--- config.mk ---
export PLATFORM = sky130hd
export DESIGN_NAME = wdt_freq_recovery
export DESIGN_NICKNAME = d
export VERILOG_FILES = /design/src/rtl/wfr_pkg.sv /design/src/rtl/wfr_counter.sv /design/src/rtl/wfr_rst_pulse.sv /design/src/rtl/wfr_freq_sel.sv /design/src/rtl/wdt_freq_recovery.sv
export SDC_FILE = /design/constraint.sdc
export NUM_CORES = 1
export LEC_CHECK = 0
export BUFFER_PORTS_ARGS = -buffer_cell sky130_fd_sc_hd__buf_2
export CAP_MARGIN = 20
export CORE_UTILIZATION = 54
export CTS_CLUSTER_DIAMETER = 150
export DETAILED_ROUTE_END_ITERATION = 12
export PLACE_DENSITY_LB_ADDON = 0.15
export SLEW_MARGIN = 20
export SYNTH_ARGS = -nofsm -noshare
export SYNTH_HDL_FRONTEND = slang
export SYNTH_SLANG_ARGS = --single-unit
--- constraint.sdc ---
create_clock -name clk -period 4.6 [get_ports clk]
set_input_delay 0.46 -clock clk [delete_from_list [all_inputs] [get_ports clk]]
set_output_delay 0.46 -clock clk [all_outputs]
set_load 0.005 [all_outputs]
--- src/rtl/wfr_pkg.sv ---
package wfr_pkg;
  localparam int CODE_W = 5;
  localparam int N_W    = 8;
  localparam int M_W    = 7;

  typedef struct packed {
    logic              nm;
    logic [N_W-1:0]    n;
    logic [M_W-1:0]    m;
    logic [CODE_W-1:0] code;
  } fsel_t;

  // expiry test: the tick that brings the count to the timeout
  function automatic logic wd_hit(input logic [31:0] cnt, input logic [31:0] tmo);
    return (cnt + 32'd1) >= tmo;
  endfunction

  function automatic fsel_t code_sel(input logic [CODE_W-1:0] c);
    fsel_t s;
    s = '0;
    s.code = c;
    return s;
  endfunction

  function automatic fsel_t nm_sel(input logic [CODE_W-1:0] c,
                                   input logic [N_W-1:0] n, input logic [M_W-1:0] m);
    fsel_t s;
    s.nm = 1'b1;
    s.n = n;
    s.m = m;
    s.code = c;
    return s;
  endfunction
endpackage

--- src/rtl/wfr_counter.sv ---
module wfr_counter #(
  parameter int CNT_W = 16
) (
  input  logic             clk,
  input  logic             rst_n,
  input  logic             tick,
  input  logic             en,
  input  logic             hold,
  input  logic             restart,
  input  logic [CNT_W-1:0] tmo,
  output logic             expire
);
  import wfr_pkg::*;
  logic [CNT_W-1:0] cnt;
  logic             armed;

  assign armed  = en && !hold && !restart;
  assign expire = armed && tick && wd_hit(32'(cnt), 32'(tmo));

  always_ff @(posedge clk or negedge rst_n) begin
    if (!rst_n)          cnt <= '0;
    else if (!armed)     cnt <= '0;
    else if (expire)     cnt <= '0;
    else if (tick)       cnt <= cnt + 1'b1;
  end
endmodule

--- src/rtl/wfr_rst_pulse.sv ---
module wfr_rst_pulse #(
  parameter int LEN = 8
) (
  input  logic clk,
  input  logic rst_n,
  input  logic tick,
  input  logic trig,
  output logic pulse
);
  localparam int LW = $clog2(LEN + 1);
  logic [LW-1:0] left;

  always_ff @(posedge clk or negedge rst_n) begin
    if (!rst_n)                   left <= '0;
    else if (trig)                left <= LW'(LEN);
    else if (tick && left != '0)  left <= left - 1'b1;
  end

  assign pulse = (left != '0);
endmodule

--- src/rtl/wfr_freq_sel.sv ---
module wfr_freq_sel
  import wfr_pkg::*;
(
  input  logic              clk,
  input  logic              rst_n,
  input  logic [CODE_W-1:0] strap_i,
  input  logic [CODE_W-1:0] sw_code_i,
  input  logic              ovr_i,
  input  logic              freq_wr_i,
  input  logic              rcv_src_i,
  input  logic [N_W-1:0]    rcv_n_i,
  input  logic [M_W-1:0]    rcv_m_i,
  input  logic              expire_i,
  input  logic              wd_en_i,
  output fsel_t             sel_o,
  output logic              rcv_o,
  output logic              chg_o
);
  logic              strap_vld;
  logic [CODE_W-1:0] strap_q;
  fsel_t             cur, wr_sel, rcv_sel;
  logic              wr_ok;

  assign wr_sel  = code_sel(ovr_i ? sw_code_i : strap_q);
  assign rcv_sel = rcv_src_i ? nm_sel(strap_q, rcv_n_i, rcv_m_i) : code_sel(strap_q);
  assign wr_ok   = freq_wr_i && strap_vld && !rcv_o && !expire_i;
  assign chg_o   = wr_ok && (wr_sel != cur);

  always_ff @(posedge clk or negedge rst_n) begin
    if (!rst_n) begin
      strap_vld <= 1'b0;
      strap_q   <= '0;
    end else if (!strap_vld) begin
      strap_vld <= 1'b1;
      strap_q   <= strap_i;
    end
  end

  always_ff @(posedge clk or negedge rst_n) begin
    if (!rst_n)          cur <= '0;
    else if (!strap_vld) cur <= code_sel(strap_i);
    else if (expire_i)   cur <= rcv_sel;
    else if (wr_ok)      cur <= wr_sel;
  end

  always_ff @(posedge clk or negedge rst_n) begin
    if (!rst_n)        rcv_o <= 1'b0;
    else if (!wd_en_i) rcv_o <= 1'b0;
    else if (expire_i) rcv_o <= 1'b1;
  end

  assign sel_o = cur;
endmodule

--- src/rtl/wdt_freq_recovery.sv ---
module wdt_freq_recovery #(
  parameter int CNT_W      = 16,
  parameter int RST_LEN    = 8,
  parameter bit RST_ON_CHG = 1'b1
) (
  input  logic                      clk,
  input  logic                      rst_n,
  input  logic                      tick_i,
  input  logic                      wd_en_i,
  input  logic                      en_wr_i,
  input  logic                      kick_i,
  input  logic [CNT_W-1:0]          timeout_i,
  input  logic                      rcv_src_i,
  input  logic [wfr_pkg::N_W-1:0]   rcv_n_i,
  input  logic [wfr_pkg::M_W-1:0]   rcv_m_i,
  input  logic [wfr_pkg::CODE_W-1:0] sw_code_i,
  input  logic                      ovr_i,
  input  logic [wfr_pkg::CODE_W-1:0] strap_i,
  input  logic                      freq_wr_i,
  output logic [wfr_pkg::CODE_W-1:0] freq_code_o,
  output logic                      use_nm_o,
  output logic [wfr_pkg::N_W-1:0]   n_o,
  output logic [wfr_pkg::M_W-1:0]   m_o,
  output logic                      sys_rst_o,
  output logic                      recovery_o
);
  import wfr_pkg::*;

  logic  expire_evt;
  logic  chg_evt;
  logic  rst_trig;
  fsel_t sel;

  wfr_counter #(.CNT_W(CNT_W)) u_cnt (
    .clk(clk), .rst_n(rst_n), .tick(tick_i), .en(wd_en_i),
    .hold(recovery_o), .restart(kick_i || en_wr_i),
    .tmo(timeout_i), .expire(expire_evt)
  );

  wfr_freq_sel u_sel (
    .clk(clk), .rst_n(rst_n), .strap_i(strap_i), .sw_code_i(sw_code_i),
    .ovr_i(ovr_i), .freq_wr_i(freq_wr_i), .rcv_src_i(rcv_src_i),
    .rcv_n_i(rcv_n_i), .rcv_m_i(rcv_m_i), .expire_i(expire_evt),
    .wd_en_i(wd_en_i), .sel_o(sel), .rcv_o(recovery_o), .chg_o(chg_evt)
  );

  assign rst_trig = expire_evt || (RST_ON_CHG && chg_evt);

  wfr_rst_pulse #(.LEN(RST_LEN)) u_rst (
    .clk(clk), .rst_n(rst_n), .tick(tick_i), .trig(rst_trig), .pulse(sys_rst_o)
  );

  assign freq_code_o = sel.code;
  assign use_nm_o    = sel.nm;
  assign n_o         = sel.n;
  assign m_o         = sel.m;
endmodule

# Word-level counts from Yosys, hierarchy flattened
# Cells that the tools add are included.
# totals
in_bits	50
reg_bits	48
out_inout_bits	23
# op_classes
reduce_logical	16
muxes	12
eq_ne	4
add_sub_neg	3
magnitude_cmp	1
# op_table
cell	n
21-bit 2-to-1 mux	4
16-bit 2-to-1 mux	3
32-bit by 16-bit greater-or-equal comparator with 1-bit output	1
5-bit by 21-bit inequality test with 1-bit output	1
16-bit by 1-bit adder with 17-bit output (second input constant)	1
16-bit by 1-bit adder with 16-bit output (second input constant)	1
1-bit logical AND	9
4-bit 2-to-1 mux	2
3-bit inequality test (second input constant)	2
5-bit 2-to-1 mux	1
4-bit nonzero test	1
4-bit by 1-bit subtractor with 4-bit output (second input constant)	1
1-bit zero test	3
1-bit logical OR	2
1-bit 2-to-1 mux	2
2-bit by 1-bit inequality test with 1-bit output (second input constant)	1
2-bit nonzero test	1

# Depth between registers and ports, before layout
# depth
ltp_word	10
ltp_mapped	15

# By module
# From an unflattened synthesis, not the netlist that was laid out.
# unflattened
cells_unflattened	291
hier_area_um2	2951.6
# by_module_without_submodules
module	seq_area_each_um2	area_per_inst_um2	instances	cells_per_inst
wfr_counter	400.4	1403.8	1	164
wfr_freq_sel	700.7	1301.2	1	101
wfr_rst_pulse	100.1	234.0	1	24
wdt_freq_recovery	0.0	12.5	1	2

# Worst setup path before layout
# Ideal clock, no wire load.
# synth_timing
kind	reg2reg
start	register u_cnt.cnt[0]
end	register u_sel.cur (netlist bit u_sel.sel_o[2])
stages_incl_launch_ff	15
required_ns	4.477
path_buffers	0
setup_time_ns	0.123
path_slack_ns	1.238
t_arrival_ns	3.239
cell_sequence	dfrtp_1 -> ha_1 -> nand2_1 -> nor4_4 -> and3_2 -> and3_1 -> xor2_1 -> ha_1 -> o21ai_0 -> o21bai_1 -> a41oi_4 -> nand3_2 -> a21oi_2 -> inv_1 -> o221a_2
# synth_between
elab_chain_cells	6
elab_cells_between_ends	8
classes_between	add/sub: 1; order compare: 1; eq/ne: 1; mux: 2; reduce/logical: 3
# synth_rtl
item	line	rtl
from (decl)	wfr_counter.sv:14	logic [CNT_W-1:0] cnt;
from (signal assigned)	wfr_counter.sv:24	else if (tick) cnt <= cnt + 1'b1;
16-bit by 1-bit adder with 17-bit output (*)	wfr_pkg.sv:15	return (cnt + 32'd1) >= tmo;
32-bit by 16-bit greater-or-equal comparator with 1-bit output (*)	wfr_pkg.sv:15	
1-bit logical AND (*)	wfr_counter.sv:18	assign expire = armed && tick && wd_hit(32'(cnt), 32'(tmo));
1-bit zero test	wfr_freq_sel.sv:26	assign wr_ok = freq_wr_i && strap_vld && !rcv_o && !expire_i;
1-bit logical AND	wfr_freq_sel.sv:26	
3-bit inequality test (no source line)	-	
to (signal assigned)	wfr_freq_sel.sv:41	else if (!strap_vld) cur <= code_sel(strap_i);
to (signal assigned)	wfr_freq_sel.sv:42	else if (expire_i) cur <= rcv_sel;
to (signal assigned)	wfr_freq_sel.sv:43	else if (wr_ok) cur <= wr_sel;
to (decl)	wfr_freq_sel.sv:21	fsel_t cur, wr_sel, rcv_sel;
# Mark *: on every way between the ends. The rest lies on a longest branch, timed or not.
# A chain may end at the register's enable or synchronous reset.

# Worst setup path in the final report
# layout_timing
start	register u_cnt.cnt[2]
end	register u_sel.cur (netlist bit u_sel.sel_o[9])
# Same word-level chain as after synthesis.

==> impl_metrics.py <==
metrics = {
    "run_status": {
        "status": "completed",
    },
    "placed_design": {
        "place_congestion": 0.826,
        "dp_cells": 433,
        "dpl.hpwl_mm": 4.77,
        "numPortBuffers": 72,
    },
    "pwr": {
        "vdd_drop_max_uv": 175,
        "powerDensity_nw_per_um2": 270,
        "p_leak_nw": 1.81,
    },
    "timing": {
        "rsz0062_at_grt": "no",
        "tns_ns": 0,
        "slew_headroom_pct": 48.2,
        "whs_ns": 0.241,
        "tightestPinTransition_ns": 0.773,
        "hold_viol": 0,
        "period_needed_ns": 4.03,
        "finalClockSkew_ns": 0.00856,
        "clock.fmax_ghz": 0.248,
        "post-route-period-util_pct": 87.6,
        "slew_violations": 0,
        "finalSetupViolCount": 0,
    },
    "worst_setup_path": {
        "worst_setup_path_end_kind": "flop",
        "path_cells": "nand3_4, nor4_2, nand3_1, nor2_1, xor2_1, ha_1, a211oi_1, o21bai_1, a41oi_4, nand3_2, a21oi_2, buf_4, a22o_1",
        "worstReg2RegStart": "u_cnt.cnt[2]",
        "max_stage_delay_ns": 0.50,
        "critical_path_arrival_ns": 4.27,
        "rr_worst_depth": 13,
        "crit_type": "flop to flop",
        "crit_slowest_cell": "nor4_2",
        "startpoint_type": "flop",
        "critical-path-top-delay-family": "compound AO/OA/AOI/OAI gates",
        "required_ns": 4.84,
        "ff2ff_setup_slack_ns": 0.57,
        "crit_buf_inv": 1,
        "r2r-end": "u_sel.sel_o[9]",
        "cp_max_fo": 16,
    },
    "yosys": {
        "synth-seq-area-share_pct": 40.4,
        "ys_ff_latch": 48,
        "synth_edf_count": 0,
        "netlist_instances": 296,
        "synth_cell_types": 50,
        "synth_flop_cell": "dfrtp_1",
        "synthesis.area_um2": 2970,
        "syn_nets": 364,
        "synth.avg_cell_area_um2": 10.0,
        "async_flop_share_pct": 100,
        "ys_warn_count": 0,
    },
    "die": {
        "core_um2": 5200,
        "ioPinCount": 73,
        "die_area_um2": 5800,
        "rows": 26,
        "initial_utilization_pct": 57.1,
        "die_w_um": 76.2,
        "die_y_um": 76.2,
    },
    "grt": {
        "overflow": 0,
        "gr-max-usage-layer": "met2",
        "globalRouteTotalUtil_pct": 24.0,
        "grt_pass1_wl_mm": 11.2,
        "first_global_vias": 2452,
        "grt_use_met2_pct": 39.5,
        "antenna_found_initial": 0,
        "use_met1_pct": 32.4,
        "grt.met3_usage_pct": 4.31,
        "grt_max_degree": 49,
    },
    "layout": {
        "layout.nets": 438,
        "fin_cells": 441,
        "syn_to_final_growth_pct": 18.3,
        "num_antenna_cells": 0,
        "layout_commonest_cell": "buf_2",
        "fillers": 445,
        "layout_common_cells": "buf_2 (72), dfrtp_1 (48), inv_1 (33)",
        "drive_above_1_share_pct": 30.7,
        "register_area_um2": 1200,
        "multi_input_area_um2": 1590,
    },
    "routing": {
        "remaining_drc_errors": 0,
        "dr.first_iter.drc_count": 99,
        "viasPerCell": 5.48,
        "vias": 2417,
        "postRouteAntennaNets": 0,
        "routed_wl_mm": 6.34,
        "routedWlPerCell_um": 14.4,
        "dr.pass1.iters": 4,
    },
    "cts": {
        "cts_made_buffers": 5,
        "cts_resized": 0,
        "cts_root_buf": "clkbuf_8",
        "postCtsSetupRepairBufs": 0,
        "hold_buffers": 0,
        "htree_num_levels": 2,
        "clkLatencyLatePin_ns": 0.31,
        "cts_buffer_depth": 2,
        "cts_tree": "built",
        "clk_pin_slew_ns": 0.09,
        "cts_num_sinks": 48,
    },
    "min_path": {
        "hold_path.class": "input pin to asynchronous set/reset pin",
    },
    "job": {
        "drv_cap": 0,
    },
}
[cell usage after synthesis (4+ instances only)]
cell type / number / area, um2
dfrtp_1: 48 / 1200
inv_1: 33 / 124
a22o_1: 21 / 184
a21oi_1: 19 / 95.1
ha_1: 18 / 225
nand2_1: 18 / 67.6
nor2_1: 13 / 48.8
xnor2_1: 13 / 114
nand3_1: 11 / 55.1
o21ai_0: 11 / 55.1
xor2_1: 8 / 70.1
mux2i_1: 6 / 60.1
clkbuf_1: 5 / 18.8
mux2_2: 5 / 56.3
nand4_1: 5 / 31.3
nor4_1: 5 / 31.3
nand2b_1: 4 / 25.0
[metal layers]
| layer | vias to the layer above | part of all wire, % | wire [um] |
|---|---|---|---|
| li1 | 1203 | - | - |
| met1 | 1159 | 48 | 3060 |
| met2 | 51 | 48 | 3020 |
| met3 | 4 | 3.4 | 215 |
| met4 | 0 | 0.68 | 43 |
| met5 | - | 0 | 0 |
[stage by stage]
stage	util, %	setup slack (ns)	cell area, um2	power [mW]
finish	67.5	0.572	3520	0.948
global placement	65.2	0.853	3390	0.627
global route	67.5	0.275	3520	0.999
CTS	67.5	0.548	3510	0.957
floorplan	-	1.24	2970	0.573
detailed placement	65.2	0.606	3390	0.630
[state kept, by name, summed over array words and instances (netlist names)]
register and cells:
u_sel.rcv_o 1, u_cnt.cnt 16, u_rst.left 4, u_sel.sel_o 21
u_sel.strap_q 5, u_sel.strap_vld 1
[kinds of logic after synthesis]
group / Yosys count / share of synthesized area [%]
AO/OA/AOI/OAI: 78 / 20.3
AND/OR/NAND/NOR: 77 / 15.4
flip-flops: 48 / 40.4
buffers and inverters: 42 / 6.11
XOR/XNOR: 21 / 6.19
adder cells (fa/ha/maj): 18 / 7.58
multiplexers: 11 / 3.92
other: 1 / 0.126
[worst max path at each step]
stage	startpoint	end	cells after the start
finish	u_cnt.cnt[2]	u_sel.sel_o[9]	13
global placement	u_cnt.cnt[2]	u_sel.sel_o[13]	13
CTS	u_cnt.cnt[2]	u_sel.sel_o[9]	13
detailed placement	u_cnt.cnt[2]	u_sel.sel_o[19]	13
floorplan	u_cnt.cnt[0]	u_sel.sel_o[2]	14
global route	u_cnt.cnt[2]	u_sel.sel_o[8]	13
[worst reg2reg max path, cell delays in order (launching register included)]
cell      delay (ns)
dfrtp_1         0.48
nand3_4         0.13
nor4_2          0.50
nand3_1         0.29
nor2_1          0.19
xor2_1          0.23
ha_1            0.29
a211oi_1        0.28
o21bai_1        0.15
a41oi_4         0.28
nand3_2         0.20
a21oi_2         0.46
buf_4           0.31
a22o_1          0.18
[area by class of cell]
cell class / count / share of cell area [%]
well taps: 70 / 2.49
clock inverters: 2 / 1.10
inverters: 33 / 3.52
flip-flops and latches: 48 / 34.2
clock buffers: 6 / 2.35
repair buffers: 76 / 11.1
multi-input cells: 206 / 45.3
[where the power goes]
group / internal [mW] / switching (mW) / leakage, nW
clock: 0.178 / 0.148 / 0.0614
sequential: 0.446 / 0.0221 / 0.637
combinational: 0.0753 / 0.0780 / 1.11
No activity file was read; power rests on OpenSTA's default activity.
